===== config.mk =====
export PLATFORM = sky130hd
export DESIGN_NAME = tdm_slot_serdes
export DESIGN_NICKNAME = d
export VERILOG_FILES = /design/src/rtl/tdm_pkg.sv /design/src/rtl/tdm_edge_sync.sv /design/src/rtl/tdm_frame_ctrl.sv /design/src/rtl/tdm_tx_shift.sv /design/src/rtl/tdm_rx_capture.sv /design/src/rtl/tdm_slot_serdes.sv
export SDC_FILE = /design/constraint.sdc
export NUM_CORES = 1
export LEC_CHECK = 0
export BUFFER_PORTS_ARGS = -buffer_cell sky130_fd_sc_hd__buf_4
export CORE_MARGIN = 3
export CORE_UTILIZATION = 60
export DETAILED_ROUTE_END_ITERATION = 6
export PLACE_DENSITY = 0.84
export SLEW_MARGIN = 20
export SYNTH_ARGS = -nofsm -noshare
export SYNTH_HDL_FRONTEND = slang
export SYNTH_SLANG_ARGS = --single-unit

===== constraint.sdc =====
create_clock -name clk -period 5.8 [get_ports clk]
set_input_delay 0.87 -clock clk [delete_from_list [all_inputs] [get_ports clk]]
set_output_delay 0.87 -clock clk [all_outputs]
set_load 0.03 [all_outputs]

===== src/rtl/tdm_pkg.sv =====
package tdm_pkg;

  // Widest enable vector the helper functions accept.
  localparam int unsigned MAX_CH = 8;

  // Number of enabled channels.
  function automatic int unsigned count_en(input logic [MAX_CH-1:0] en);
    int unsigned n;
    n = 0;
    for (int unsigned i = 0; i < MAX_CH; i++) begin
      if (en[i]) n = n + 1;
    end
    return n;
  endfunction

  // Channel index occupying line position pos; MAX_CH when none does.
  function automatic int unsigned pick_chan(input logic [MAX_CH-1:0] en,
                                            input int unsigned pos);
    int unsigned seen;
    int unsigned ch;
    seen = 0;
    ch   = MAX_CH;
    for (int unsigned i = 0; i < MAX_CH; i++) begin
      if (en[i]) begin
        if (seen == pos && ch == MAX_CH) ch = i;
        seen = seen + 1;
      end
    end
    return ch;
  endfunction

  // Line position of a frame bit count.
  function automatic int unsigned slot_of(input int unsigned cnt, input int unsigned w);
    return cnt / w;
  endfunction

  // Bit offset within its word of a frame bit count, counted from the MSB side.
  function automatic int unsigned bit_of(input int unsigned cnt, input int unsigned w);
    return cnt % w;
  endfunction

endpackage


===== src/rtl/tdm_edge_sync.sv =====
module tdm_edge_sync #(
  parameter int unsigned STAGES = 2
) (
  input  logic clk,
  input  logic rst_n,
  input  logic bclk_in,
  input  logic lrclk_in,
  input  logic din_in,
  output logic bit_rise,
  output logic bit_fall,
  output logic lr_lvl,
  output logic din_lvl
);

  // One pipeline for all three lines keeps them aligned to the same sample.
  logic [2:0] pipe_q [STAGES+1];
  logic [2:0] cur;
  logic [2:0] old;

  always_ff @(posedge clk or negedge rst_n) begin
    if (!rst_n) begin
      for (int i = 0; i <= STAGES; i++) pipe_q[i] <= '0;
    end else begin
      pipe_q[0] <= {bclk_in, lrclk_in, din_in};
      for (int i = 1; i <= STAGES; i++) pipe_q[i] <= pipe_q[i-1];
    end
  end

  assign cur      = pipe_q[STAGES-1];
  assign old      = pipe_q[STAGES];
  assign bit_rise = cur[2] & ~old[2];
  assign bit_fall = ~cur[2] & old[2];
  assign lr_lvl   = cur[1];
  assign din_lvl  = cur[0];

endmodule


===== src/rtl/tdm_frame_ctrl.sv =====
module tdm_frame_ctrl #(
  parameter int unsigned NUM_CH   = 4,
  parameter int unsigned SAMPLE_W = 16,
  parameter int unsigned CNT_W    = $clog2(NUM_CH*SAMPLE_W+1)
) (
  input  logic              clk,
  input  logic              rst_n,
  input  logic              bit_rise,
  input  logic              lr_lvl,
  input  logic [NUM_CH-1:0] tx_enable,
  input  logic [NUM_CH-1:0] rx_enable,
  output logic              frame_start,
  output logic [CNT_W-1:0]  bit_cnt,
  output logic [NUM_CH-1:0] tx_en_q,
  output logic [NUM_CH-1:0] rx_en_q
);

  localparam int unsigned TOTAL = NUM_CH * SAMPLE_W;

  logic lr_prev_q;

  // Reset treats the frame clock as already high, so only a real rise starts a frame.
  assign frame_start = bit_rise && lr_lvl && !lr_prev_q;

  always_ff @(posedge clk or negedge rst_n) begin
    if (!rst_n) begin
      lr_prev_q <= 1'b1;
      bit_cnt   <= CNT_W'(TOTAL);
      tx_en_q   <= '0;
      rx_en_q   <= '0;
    end else if (bit_rise) begin
      lr_prev_q <= lr_lvl;
      if (frame_start) begin
        bit_cnt <= '0;
        tx_en_q <= tx_enable;
        rx_en_q <= rx_enable;
      end else if (bit_cnt != CNT_W'(TOTAL)) begin
        bit_cnt <= bit_cnt + CNT_W'(1);
      end
    end
  end

endmodule


===== src/rtl/tdm_tx_shift.sv =====
module tdm_tx_shift
  import tdm_pkg::*;
#(
  parameter int unsigned NUM_CH   = 4,
  parameter int unsigned SAMPLE_W = 16,
  parameter int unsigned CNT_W    = $clog2(NUM_CH*SAMPLE_W+1)
) (
  input  logic                       clk,
  input  logic                       rst_n,
  input  logic                       frame_start,
  input  logic                       bit_fall,
  input  logic [CNT_W-1:0]           bit_cnt,
  input  logic [NUM_CH-1:0]          tx_en_q,
  input  logic [NUM_CH*SAMPLE_W-1:0] tx_samples,
  output logic                       slot_live,
  output logic                       sdout
);

  localparam int unsigned TOTAL = NUM_CH * SAMPLE_W;
  localparam int unsigned CH_W  = (NUM_CH > 1) ? $clog2(NUM_CH) : 1;
  localparam int unsigned BIT_W = $clog2(SAMPLE_W);

  logic [SAMPLE_W-1:0] word_q [NUM_CH];
  logic [MAX_CH-1:0]   en_ext;
  int unsigned         pos_i;
  int unsigned         bit_i;
  int unsigned         ch_i;
  logic [CH_W-1:0]     ch_sel;
  logic [BIT_W-1:0]    bit_sel;
  logic                next_bit;

  always_comb begin
    en_ext             = '0;
    en_ext[NUM_CH-1:0] = tx_en_q;
    pos_i     = slot_of(32'(bit_cnt), SAMPLE_W);
    bit_i     = bit_of(32'(bit_cnt), SAMPLE_W);
    ch_i      = pick_chan(en_ext, pos_i);
    slot_live = (32'(bit_cnt) < TOTAL) && (pos_i < count_en(en_ext));
    ch_sel    = CH_W'(ch_i);
    bit_sel   = BIT_W'(SAMPLE_W - 1 - bit_i);
    next_bit  = slot_live && word_q[ch_sel][bit_sel];
  end

  always_ff @(posedge clk or negedge rst_n) begin
    if (!rst_n) begin
      sdout <= 1'b0;
      for (int i = 0; i < NUM_CH; i++) word_q[i] <= '0;
    end else begin
      if (frame_start) begin
        for (int i = 0; i < NUM_CH; i++) word_q[i] <= tx_samples[i*SAMPLE_W +: SAMPLE_W];
      end
      if (bit_fall) sdout <= next_bit;
    end
  end

endmodule


===== src/rtl/tdm_rx_capture.sv =====
module tdm_rx_capture
  import tdm_pkg::*;
#(
  parameter int unsigned NUM_CH   = 4,
  parameter int unsigned SAMPLE_W = 16,
  parameter int unsigned CNT_W    = $clog2(NUM_CH*SAMPLE_W+1)
) (
  input  logic                       clk,
  input  logic                       rst_n,
  input  logic                       bit_rise,
  input  logic                       din_lvl,
  input  logic [CNT_W-1:0]           bit_cnt,
  input  logic [NUM_CH-1:0]          rx_en_q,
  output logic [NUM_CH*SAMPLE_W-1:0] rx_samples,
  output logic [NUM_CH-1:0]          rx_strobe
);

  localparam int unsigned TOTAL = NUM_CH * SAMPLE_W;
  localparam int unsigned CH_W  = (NUM_CH > 1) ? $clog2(NUM_CH) : 1;

  logic [SAMPLE_W-1:0] store_q [NUM_CH];
  logic [SAMPLE_W-2:0] shift_q;
  logic [MAX_CH-1:0]   en_ext;
  int unsigned         pos_i;
  int unsigned         bit_i;
  int unsigned         ch_i;
  logic [CH_W-1:0]     ch_sel;
  logic                live;
  logic                last_bit;

  always_comb begin
    en_ext             = '0;
    en_ext[NUM_CH-1:0] = rx_en_q;
    pos_i    = slot_of(32'(bit_cnt), SAMPLE_W);
    bit_i    = bit_of(32'(bit_cnt), SAMPLE_W);
    ch_i     = pick_chan(en_ext, pos_i);
    live     = (32'(bit_cnt) < TOTAL) && (pos_i < count_en(en_ext));
    ch_sel   = CH_W'(ch_i);
    last_bit = (bit_i == SAMPLE_W - 1);
  end

  always_ff @(posedge clk or negedge rst_n) begin
    if (!rst_n) begin
      shift_q   <= '0;
      rx_strobe <= '0;
      for (int i = 0; i < NUM_CH; i++) store_q[i] <= '0;
    end else begin
      rx_strobe <= '0;
      if (bit_rise && live) begin
        shift_q <= {shift_q[SAMPLE_W-3:0], din_lvl};
        if (last_bit) begin
          store_q[ch_sel]   <= {shift_q, din_lvl};
          rx_strobe[ch_sel] <= 1'b1;
        end
      end
    end
  end

  for (genvar g = 0; g < NUM_CH; g++) begin : g_flat
    assign rx_samples[g*SAMPLE_W +: SAMPLE_W] = store_q[g];
  end

endmodule


===== src/rtl/tdm_slot_serdes.sv =====
module tdm_slot_serdes #(
  parameter int unsigned NUM_CH      = 4,
  parameter int unsigned SAMPLE_W    = 16,
  parameter int unsigned SYNC_STAGES = 2
) (
  input  logic                       clk,
  input  logic                       rst_n,
  input  logic                       bclk_in,
  input  logic                       lrclk_in,
  input  logic                       sdin,
  input  logic [NUM_CH-1:0]          tx_enable,
  input  logic [NUM_CH-1:0]          rx_enable,
  input  logic [NUM_CH*SAMPLE_W-1:0] tx_samples,
  output logic                       sdout,
  output logic [NUM_CH*SAMPLE_W-1:0] rx_samples,
  output logic [NUM_CH-1:0]          rx_strobe
);

  localparam int unsigned CNT_W = $clog2(NUM_CH*SAMPLE_W+1);

  // Named internal events, visible to the bound checker.
  logic              bit_rise;
  logic              bit_fall;
  logic              lr_lvl;
  logic              din_lvl;
  logic              frame_start;
  logic [CNT_W-1:0]  bit_cnt;
  logic [NUM_CH-1:0] tx_en_q;
  logic [NUM_CH-1:0] rx_en_q;
  logic              tx_slot_live;

  tdm_edge_sync #(.STAGES(SYNC_STAGES)) sync_i (
    .clk(clk), .rst_n(rst_n),
    .bclk_in(bclk_in), .lrclk_in(lrclk_in), .din_in(sdin),
    .bit_rise(bit_rise), .bit_fall(bit_fall),
    .lr_lvl(lr_lvl), .din_lvl(din_lvl)
  );

  tdm_frame_ctrl #(.NUM_CH(NUM_CH), .SAMPLE_W(SAMPLE_W), .CNT_W(CNT_W)) frame_i (
    .clk(clk), .rst_n(rst_n),
    .bit_rise(bit_rise), .lr_lvl(lr_lvl),
    .tx_enable(tx_enable), .rx_enable(rx_enable),
    .frame_start(frame_start), .bit_cnt(bit_cnt),
    .tx_en_q(tx_en_q), .rx_en_q(rx_en_q)
  );

  tdm_tx_shift #(.NUM_CH(NUM_CH), .SAMPLE_W(SAMPLE_W), .CNT_W(CNT_W)) tx_i (
    .clk(clk), .rst_n(rst_n),
    .frame_start(frame_start), .bit_fall(bit_fall),
    .bit_cnt(bit_cnt), .tx_en_q(tx_en_q), .tx_samples(tx_samples),
    .slot_live(tx_slot_live), .sdout(sdout)
  );

  tdm_rx_capture #(.NUM_CH(NUM_CH), .SAMPLE_W(SAMPLE_W), .CNT_W(CNT_W)) rx_i (
    .clk(clk), .rst_n(rst_n),
    .bit_rise(bit_rise), .din_lvl(din_lvl),
    .bit_cnt(bit_cnt), .rx_en_q(rx_en_q),
    .rx_samples(rx_samples), .rx_strobe(rx_strobe)
  );

endmodule


### Word-level counts from Yosys, hierarchy flattened

Index checks and enable logic that the tools add are counted.

* $add $sub $neg: 8
* $lt $le $gt $ge: 9
* equal/unequal tests: 14
* multiplexer cells: 37
* bitwise logic cells: 6
* reduce and logical (&&, ||, !) cells: 20

Operator list (count)
* 32-bit 2-to-1 mux: 15
* 32-bit by 1-bit adder with 32-bit output, second input constant: 5
* 32-bit by 3-bit equality test with 1-bit output: 5
* 32-bit by 4-bit equality test with 1-bit output, second input constant: 5
* 64-bit bitwise mux: 1
* 3-bit by 32-bit less-than comparator with 1-bit output: 2
* 16-bit 2-to-1 mux: 3
* 16-bit binary-select mux with 2-bit select: 1
* 16-bit demux with 2-bit select: 1
* 32-bit zero test: 1
* 4-bit 2-to-1 mux: 4
* 1-bit logical AND: 14
* 7-bit 2-to-1 mux: 2
* 4-bit equality test, second input constant: 2
* 2-bit 2-to-1 mux: 4
* 7-bit by 1-bit adder with 7-bit output, second input constant: 1
* 7-bit less-than comparator, second input constant: 1
* 7-bit inequality test, second input constant: 1
* 3-bit >= comparator, second input constant: 2
* 2-bit inverter with 3-bit output: 2
* 2-bit AND reduction: 3
* 4-bit by 5-bit less-than comparator with 1-bit output, second input constant: 1
* 1-bit binary-select mux with 4-bit select: 1
* 1-bit 2-to-1 mux: 4
* other kinds (11): 13

* flip-flop bits (word level): 173
* input port bits: 77
* output and inout bits: 69
* word-level logic and storage cells: 112

### Depth between registers and ports, before layout

Gate-level depths: netlist of the first run.

* depth after elaboration: 22
* gate-level depth with buffers: 14
* mapped depth without buffers: 12

### By module

A second synthesis of the first run with hierarchy kept.

* cell total of the unflattened synthesis: 567
* area, all modules: 7826.3 um2

By module, submodules not included
* tdm_tx_shift: times used 1, cells each 258, area an instance 3442.1 um2, seq. area each 1626.6 um2
* tdm_rx_capture: times used 1, cells each 224, area an instance 3428.3 um2, seq. area each 2077.0 um2
* tdm_frame_ctrl: times used 1, cells each 76, area an instance 765.7 um2, seq. area each 402.9 um2
* tdm_edge_sync: times used 1, cells each 9, area an instance 190.2 um2, seq. area each 175.2 um2

### Worst setup path after synthesis of the first run

No wires, ideal clock.

* path type: register to register
* start point: register frame_i.rx_en_q[0]
* end point: register rx_i.store_q, in the netlist rx_i.rx_samples[23]
* setup time: 125 ps
* data arrival time: 3462 ps
* data required time: 5675 ps
* setup slack: 2213 ps
* stages on the path, launching flop included: 14
* buffers on the path: 1
* period minus slack after synthesis: 3587 ps
* cells stage by stage: dfrtp_1 > inv_1 > ha_1 > xor2_2 > ha_1 > mux2i_1 > ha_1 > o21ai_1 > nand2b_1 > a2111oi_4 > nand2_4 > nor4_4 > buf_6 > mux2_2

* word-level cells in the longest chain between the ends: 19
* elaborated cells between the ends (all ways): 34
* classes of those cells: add/sub: 3; order compare: 3; eq/ne: 6; mux: 14; bitwise: 1; reduce/logical: 7

Ends and longest elaborated chain
* from (decl): RTL line tdm_frame_ctrl.sv:15 `output logic [NUM_CH-1:0] rx_en_q`
* from (signal assigned): RTL line tdm_frame_ctrl.sv:36 `rx_en_q <= rx_enable;`
* branches (longest 19 deep; another with 32-bit by 1-bit adder with 32-bit output)
* to (signal, indexed assignment): RTL line tdm_rx_capture.sv:52 `store_q[ch_sel] <= {shift_q, din_lvl};`
* to (decl): RTL line tdm_rx_capture.sv:21 `logic [SAMPLE_W-1:0] store_q [NUM_CH];`

Several ways; the timed one is not identified.
A chain may end at the register's enable or synchronous reset.

### Worst setup path after layout of the first run

* start point: register frame_i.rx_en_q[0]
* end point: register rx_i.store_q, in the netlist rx_i.rx_samples[40]

Same word-level chain as after synthesis.

==> out/metrics.sh, run 1 <==
STATUS='completed'
FINAL_ANTENNA_NET_COUNT=0
MAX-CLOCK-PATH-BUFFERS=2
INITIAL_UTILIZATION_PCT=62.12
POSTCTSHOLDBUFS=0
YOSYS.AREA_SHARE.XOR_XNOR_PCT=2.070
VIAS_PER_CELL=5.843
MET3ROUTEDLENGTH_UM=1055
YS_SEQ_ELEMENTS=171
YOSYSWARNINGCOUNT=0
FINALWEIGHTEDCONGESTION=0.8494
ROOT_BUFFER='clkbuf_16'
DP_HPWL_UM=11990
DIE_AREA_MM2=0.01397
GRT.OVERFLOW.TOTAL=0
IOPINCOUNT=146
SYN-MEAN-INSTANCE-AREA_UM2=13.37
YOSYS_MOST_USED_DFF='dfrtp_1'
POST_SYNTH_INST_COUNT=565
CTS_RESIZED=0
ROWS=40
SYNTH-SIMPLE-AREA-SHARE_PCT=6.492
DETAILROUTE.VIA_COUNT=5177
ANTENNA_VIOLATIONS_BEFORE_REPAIR=0
CAP_VIOLATIONS=0
FP.COREAREA_MM2=0.01216
AREA_GROWTH_PCT=24.25
SYN_NETS=653
GRT_MAX_DEGREE=121
SYNTH_TOP_FAMILY_BY_AREA='multiplexers'
YS_ASYNC_SR_FRACTION_PCT=100.0
HOLD_VIOLATIONS=0
TIMING_WORST_SETUP_PATH_TYPE='reg2reg'
FINAL_CELL_MIX='169 x dfrtp_1, 148 x mux2_2, 148 x buf_4, 29 x nand2_1, 19 x nor2_1'
ROUTED_WIRELENGTH_UM=17740
CRITPATHLAUNCHTYPE='register'
INSTANCES_NO_FILL=886
RSZ0062_AT_GRT='false'
FINALMAXSLEWVIOLATIONS=0
CLOCK_INSERTION_DELAY_AT_THE_LATER_PIN_OF_THE_SKEW_REPORT_NS=0.42
POST_SYNTH_MUX_AREA_SHARE_PCT=22.87
FRACTION_OF_LAYOUT_INSTANCES_USING_A_DRIVE_STRENGTH_ABOVE_1_PCT=47.91
SETUP_VIOL=0
YOSYSSEQAREASHARE_PCT=56.67
TIMING.CRITICAL_PATH.TO_TYPE='register'
FINAL.SETUP.TNS_NS=0
SYNTH_EDF_COUNT=0
POST_SYNTH_NUM_CELL_TYPES=57
FILLERS=765
DETAIL_ROUTE.DRC_VIOLATIONS=0
WORST_SETUP_HOLD_PATH_CLK_SLEW_NS=0.06
POST_SYNTH_FA_HA_MAJ_AREA_FRACTION_PCT=1.954
CLOCK_TREE_FROM_TRITONCTS='done'
SYN-CELL-AREA_MM2=0.007555
YS_TOP_CELLS_BY_AREA='dfrtp_1 56%, mux2_2 22%, ha_1 1.8%'
POST-CTS-SETUP-BUFFERS=0
DRC_MARKER_COUNT_FROM_THE_FIRST_DETAILED_ROUTE_ITERATION=419
HOLD_CLASS='reg2reg'
GRT_FIRST_PASS_WIRELENGTH_UM=28950
STATIC-LEAKAGE-POWER_nW=4.551
ROUTEDLENGTHMET1_UM=7376
SYNTH.TOP_CELL.AREA_SHARE_PCT=55.98
NUMCLOCKSINKS=171
WORST_SLEW_MARGIN_REL_PCT=35.83
LAYOUT_NET_COUNT=793
FMAX_MHz=257.6
CTS_BUFFERS=17
FIRST_PASS_ITERS=5
IO_BUFFER_COUNT=145
DP_CELLS=853
SYNTH_COMPOUND_GATE_AREA_SHARE_PCT=7.420
DIE_H_UM=118.2
TIMING_WORST_SLEW_PIN_VALUE_NS=0.9491
FINAL.PERIOD_UTILIZATION_PCT=66.94
HTREEDEPTH=4
SYNTH_AREA_LEADER_CELL='dfrtp_1'
ROUTE.DETAILED.WL_PER_INST_UM=20.02
TIMING.CRITICAL_PATH.ARRIVAL_NS=4.18
PERIOD_MINUS_SLACK_NS=3.882
MOST_COMMON_CELL_AFTER_LAYOUT_FILL_AND_TAPS_ASIDE='dfrtp_1'
MET2_LENGTH_UM=8932
P_PER_AREA_mW_PER_MM2=374.5
CP_MAX_FO=17
SEQUENTIAL_CELL_AREA_MM2=0.004282
IRDROPWORSTVDD_mV=0.2476
CHIPWIDTH_UM=118.2
TOPROUTINGLAYERUSED='met4'
WORST-ENDPOINT-REQUIRED_NS=6.10
ANTENNA_FIX_CELLS=0
VIA_COUNT_OF_THE_FIRST_GLOBAL_ROUTING_PASS=5589
FIN_WORST_SKEW_NS=0.003895
OVERALL_GLOBAL_ROUTING_USAGE_PCT=26.25
MULTIINPUTGATEAREA_MM2=0.003088
==> synth_stat cells, types with 3 or more instances <==
| cell type | n |
|---|---|
| a211oi_1 | 4 |
| a21oi_1 | 8 |
| a221o_1 | 8 |
| a221oi_1 | 8 |
| and2_1 | 3 |
| buf_2 | 5 |
| buf_6 | 3 |
| clkbuf_1 | 20 |
| dfrtp_1 | 169 |
| ha_1 | 11 |
| inv_1 | 13 |
| mux2_2 | 148 |
| mux2i_1 | 5 |
| nand2_1 | 29 |
| nand2b_1 | 7 |
| nand3_1 | 9 |
| nor2_1 | 19 |
| nor2b_1 | 4 |
| nor3_1 | 8 |
| o211ai_1 | 5 |
| o21a_1 | 3 |
| o21ai_0 | 15 |
| o221ai_1 | 4 |
| o22ai_1 | 3 |
| xnor2_1 | 9 |
| xor2_1 | 7 |
==> worst paths after layout <==
kind / startpoint / to / slack, ns / cells after the start
min reg2reg: sync_i.pipe_q[6]$_DFF_PN0_ / sync_i.cur[0]$_DFF_PN0_ / 0.35 / 0
max: frame_i.rx_en_q[0]$_DFFE_PN0P_ / rx_i.rx_samples[40]$_DFFE_PN0P_ / 1.92 / 13
min in group asynchronous: rst_n / tx_i.word_q[61]$_DFFE_PN0P_ / 0.56 / 1
max reg2reg: frame_i.rx_en_q[0]$_DFFE_PN0P_ / rx_i.rx_samples[40]$_DFFE_PN0P_ / 1.92 / 13
max in group asynchronous: rst_n / rx_i.rx_samples[18]$_DFFE_PN0P_ / 4.02 / 2
min: sync_i.pipe_q[6]$_DFF_PN0_ / sync_i.cur[0]$_DFF_PN0_ / 0.35 / 0
==> cell families after synthesis <==
group	after synthesis
muxes	154
and+or+nand+nor	95
DFF	171
xor gates and xnor gates	17
adders and majority gates	12
buffers and inverters	43
AOI/OAI and AO/OA	73
==> power breakdown <==
group          internal (W)  total [W]  switching [W]
clock              0.000704    0.00118       0.000474
sequential          0.00139    0.00159       0.000205
combinational      0.000377   0.000745       0.000368
==> area by class of cell <==
| type | count | share of cell area, % |
|---|---|---|
| Timing Repair Buffer | 150 | 12.10 |
| Multi-Input combinational cell | 351 | 32.90 |
| Inverter | 14 | 0.5599 |
| Clock buffer | 19 | 4.825 |
| Clock inverter | 13 | 1.760 |
| Sequential cell | 171 | 45.61 |
| Tap cell | 168 | 2.239 |
==> per-stage QoR <==
| step | setup slack [ns] | util (%) | total power [W] | area, um2 | hold WS (ns) |
|---|---|---|---|---|---|
| floorplan | 2.213 | - | 0.002078 | 7555 | 0.3312 |
| global placement | 1.812 | 71.99 | 0.002280 | 8755 | 0.3344 |
| detailed placement | 1.641 | 71.99 | 0.002337 | 8755 | 0.3381 |
| CTS | 1.588 | 77.07 | 0.003524 | 9373 | 0.3533 |
| global route | 1.688 | 77.18 | 0.003688 | 9387 | 0.3709 |
| finish | 1.918 | 77.18 | 0.003515 | 9387 | 0.3544 |
==> sequential cells by signal (all words and copies together), names as in the netlist <==
register / cells
tx_i.sdout: 1
rx_i.shift_q: 15
rx_i.rx_samples: 64
frame_i.tx_en_q: 4
frame_i.bit_cnt: 7
frame_i.rx_en_q: 4
sync_i.cur: 3
sync_i.pipe_q: 3
sync_i.old: 1
frame_i.lr_prev_q: 1
rx_i.rx_strobe: 4
tx_i.word_q: 64
==> worst max-delay path, stage by stage, from the launching register on <==
cell and delay [ns]:
dfrtp_1 0.37, inv_1 0.09, ha_1 0.41, xor2_2 0.22
ha_1 0.27, mux2i_1 0.14, ha_1 0.24, o21ai_1 0.07
nand2b_1 0.10, a2111oi_4 0.34, buf_4 0.30, o211ai_1 0.16
or2_1 0.58, mux2_2 0.45
==> layer usage <==
layer	track usage [%]	vias to the layer above
li1	-	2315
met5	0	-
met3	6.651	35
met4	10.70	0
met1	33.58	2640
met2	42.98	187
No activity file was read; power rests on OpenSTA's default activity.
==> run 2: changes to the inputs <==
--- a/config.mk
+++ b/config.mk
@@ -7,9 +7,9 @@
 export LEC_CHECK = 0
 export BUFFER_PORTS_ARGS = -buffer_cell sky130_fd_sc_hd__buf_4
 export CORE_MARGIN = 3
-export CORE_UTILIZATION = 60
+export CORE_UTILIZATION = 55
 export DETAILED_ROUTE_END_ITERATION = 6
-export PLACE_DENSITY = 0.84
+export PLACE_DENSITY = 0.77
 export SLEW_MARGIN = 20
 export SYNTH_ARGS = -nofsm -noshare
 export SYNTH_HDL_FRONTEND = slang
==> constraint.sdc (replaced) <==
create_clock -name clk -period 3.7 [get_ports clk]
set_input_delay 0.555 -clock clk [delete_from_list [all_inputs] [get_ports clk]]
set_output_delay 0.555 -clock clk [all_outputs]
set_load 0.03 [all_outputs]
==> run 2 against run 1 <==
Non-clock buffer count rose by 6. Die area rose by 8.6%. Hold slack got worse by 0.13 ns. Fmax grew 11%. Global-route usage down 2.5 points. Clock skew up 0.0039 ns. Power up 55%. Clock power is 50% higher. Critical endpoint is now rx_i.rx_samples[24]$_DFFE_PN0P_. Largest cell class unchanged. Largest power group unchanged.
==> out/metrics.sh, run 2 (synthesis gave the netlist of run 1 again) <==
STATUS='completed'
ANTENNA_VIOLATIONS_BEFORE_REPAIR=0  # unchanged
IO_BUFFER_COUNT=145  # unchanged
DETAILROUTE.VIA_COUNT=5188  # +0.21%
LAYOUT_SETUP_WS_NS=0.2007  # -1.717 ns
VIA_COUNT_OF_THE_FIRST_GLOBAL_ROUTING_PASS=5413  # -3.1%
ROWS=42  # +5.0%
DETAIL_ROUTE.DRC_VIOLATIONS=0  # unchanged
RSZ0062_AT_GRT='false'
TIMING_WORST_SETUP_PATH_TYPE='reg2reg'
HOLD_CLASS='in2async'
IOPINCOUNT=146  # unchanged
GRT_FIRST_PASS_WIRELENGTH_UM=27680  # -4.4%
FRACTION_OF_LAYOUT_INSTANCES_USING_A_DRIVE_STRENGTH_ABOVE_1_PCT=48.34  # +0.43 points
GRT_MAX_DEGREE=99  # -18%
TIMING.HOLD.WS_NS=0.2215  # -0.1329 ns
P_PER_AREA_mW_PER_MM2=576.2  # +54%
TIMING.CRITICAL_PATH.ARRIVAL_NS=3.81  # -0.37 ns
VIAS_PER_CELL=5.764  # -1.3%
MET3ROUTEDLENGTH_UM=1006  # -4.6%
ANTENNA_FIX_CELLS=0  # unchanged
DP_HPWL_UM=12190  # +1.7%
WORST_SLEW_MARGIN_REL_PCT=27.38  # -8.5 points
INITIAL_UTILIZATION_PCT=56.60  # -5.5 points
AREA_GROWTH_PCT=24.86
FINALMAXSLEWVIOLATIONS=0  # unchanged
ROUTEDLENGTHMET1_UM=7429  # +0.72%
STATIC-LEAKAGE-POWER_nW=4.570  # +0.43%
OVERALL_GLOBAL_ROUTING_USAGE_PCT=23.79  # -2.5 points
DIE_AREA_MM2=0.01518  # +8.6%
CHIPWIDTH_UM=123.2  # +4.2%
TIMING_WORST_SLEW_PIN_VALUE_NS=1.074  # +0.1250 ns
FINALWEIGHTEDCONGESTION=0.8654  # +1.9%
CLOCK_INSERTION_DELAY_AT_THE_LATER_PIN_OF_THE_SKEW_REPORT_NS=0.43  # about the same
TIMING.CRITICAL_PATH.TO_TYPE='register'
MAX_STAGE_DELAY_NS=0.46  # -0.12 ns
CTS_BUFFERS=17  # unchanged
FMAX_MHz=285.8  # +11%
WORST-ENDPOINT-REQUIRED_NS=4.01  # -2.09 ns
PRE_CTS_WS_NS=0.01444  # -1.626 ns
PERIOD_MINUS_SLACK_NS=3.499  # -0.3830 ns
FIRST_PASS_ITERS=4  # -1
CP_MAX_FO=17  # unchanged
FIN_WORST_SKEW_NS=0.007839  # +0.003944 ns
TOPROUTINGLAYERUSED='met4'
MAX-CLOCK-PATH-BUFFERS=2  # unchanged
FINAL.SETUP.TNS_NS=0  # unchanged
CRITPATHLAUNCHTYPE='register'
TIMING.CRITICAL_PATH.MODE_CELL='ha_1'
DRC_MARKER_COUNT_FROM_THE_FIRST_DETAILED_ROUTE_ITERATION=329  # -21%
HTREEDEPTH=4  # unchanged
SETUP_VIOL=0  # unchanged
FINAL.PERIOD_UTILIZATION_PCT=94.58  # +28 points
LAYOUT_NET_COUNT=799  # +0.76%
ROUTED_WIRELENGTH_UM=17470  # -1.5%
ROUTE.DETAILED.WL_PER_INST_UM=19.41  # -3.1%
HOLD_VIOLATIONS=0  # unchanged
IRDROPWORSTVDD_mV=0.3550  # +43%
GRT.OVERFLOW.TOTAL=0  # unchanged
FINAL_AREA_MM2=0.009433  # +0.49%
CRIT_SLOWEST_CELL='a2111oi_4'
PLACEDINSTANCEAREA_MM2=0.008842  # +1.0%
CP_CELL_SEQUENCE='inv_1 -> ha_2 -> xor2_2 -> ha_1 -> mux2i_1 -> ha_1 -> o21ai_1 -> nand2b_1 -> a2111oi_4 -> nand2_4 -> nor4_4 -> buf_12 -> mux2_2'
MOST_COMMON_CELL_AFTER_LAYOUT_FILL_AND_TAPS_ASIDE='dfrtp_1'
CLOCK_TREE_FROM_TRITONCTS='done'
NUMCLOCKSINKS=171  # unchanged
ROOT_BUFFER='clkbuf_16'
POWER.TOTAL_W=0.005436  # +55%
CAP_VIOLATIONS=0  # unchanged
MET2_LENGTH_UM=8721  # -2.4%
FP.COREAREA_MM2=0.01335  # +9.8%
WORST_SETUP_HOLD_PATH_CLK_SLEW_NS=0.06  # about the same
DIE_H_UM=123.2  # +4.2%
FINAL_CELL_MIX='169 x dfrtp_1, 153 x buf_4, 148 x mux2_2, 29 x nand2_1, 19 x nor2_1'
FINAL_ANTENNA_NET_COUNT=0  # unchanged
[run 2: repair_timing]
action,in CTS,in global routing
endpoints found under the setup margin,1,46
setup buffers,0,0
hold buffers,0,0
gates resized for setup,1,4
[run 2: area by class of cell]
cell class / instances / area [um2]
Fill cell: 929 / 3915
Timing Repair Buffer: 156 / 1200
Tap cell: 176 / 220.2
Sequential cell: 171 / 4282
Clock buffer: 21 / 450.4
Clock inverter: 11 / 132.6
Multi-Input combinational cell: 351 / 3095
Inverter: 14 / 52.55
[run 2: per-layer routing]
| layer | vias up | GRT usage (%) |
|---|---|---|
| met5 | - | 0 |
| met4 | 0 | 8.789 |
| met3 | 23 | 5.444 |
| met2 | 166 | 38.36 |
| met1 | 2668 | 31.69 |
| li1 | 2331 | - |
[run 2: path summary, 6_finish.rpt]
path	start	to	slack [ns]	depth (start not counted)
worst max-delay path	frame_i.rx_en_q[0]$_DFFE_PN0P_	rx_i.rx_samples[24]$_DFFE_PN0P_	0.20	13
worst min-delay path	rst_n	rx_i.rx_strobe[0]$_DFF_PN0_	0.22	1
worst max register to register	frame_i.rx_en_q[0]$_DFFE_PN0P_	rx_i.rx_samples[24]$_DFFE_PN0P_	0.20	13
worst min register to register	sync_i.pipe_q[7]$_DFF_PN0_	sync_i.cur[1]$_DFF_PN0_	0.35	0
max in group asynchronous	rst_n	rx_i.rx_samples[13]$_DFFE_PN0P_	2.64	2
min in group clk	sdin	sync_i.pipe_q[6]$_DFF_PN0_	0.23	1
[run 2: critical path, delay by kind of cell, from the launching register on]
kind / cells / cell delay (ns)
and+or+nand+nor: 3 / 0.52
AOI/OAI and AO/OA: 2 / 0.54
xor gates and xnor gates: 1 / 0.20
DFF: 1 / 0.39
buffers and inverters: 2 / 0.31
muxes: 2 / 0.49
adders and majority gates: 3 / 0.92
[run 2: report_power, final]
group          internal [W]  switching, W  total, W  leakage (nW)
logic              0.000601      0.000586   0.00119          2.10
clock network       0.00102      0.000751   0.00177         0.279
registers           0.00218      0.000299   0.00247          2.19
total               0.00380       0.00164   0.00544          4.57
[run 2: through the flow]
| step | std cells | utilization, % |
|---|---|---|
| CTS | 900 | 70.61 |
| global placement | 868 | 66.24 |
| finish | 900 | 70.67 |
| global route | 900 | 70.67 |
| floorplan | 565 | - |
| detailed placement | 868 | 66.24 |
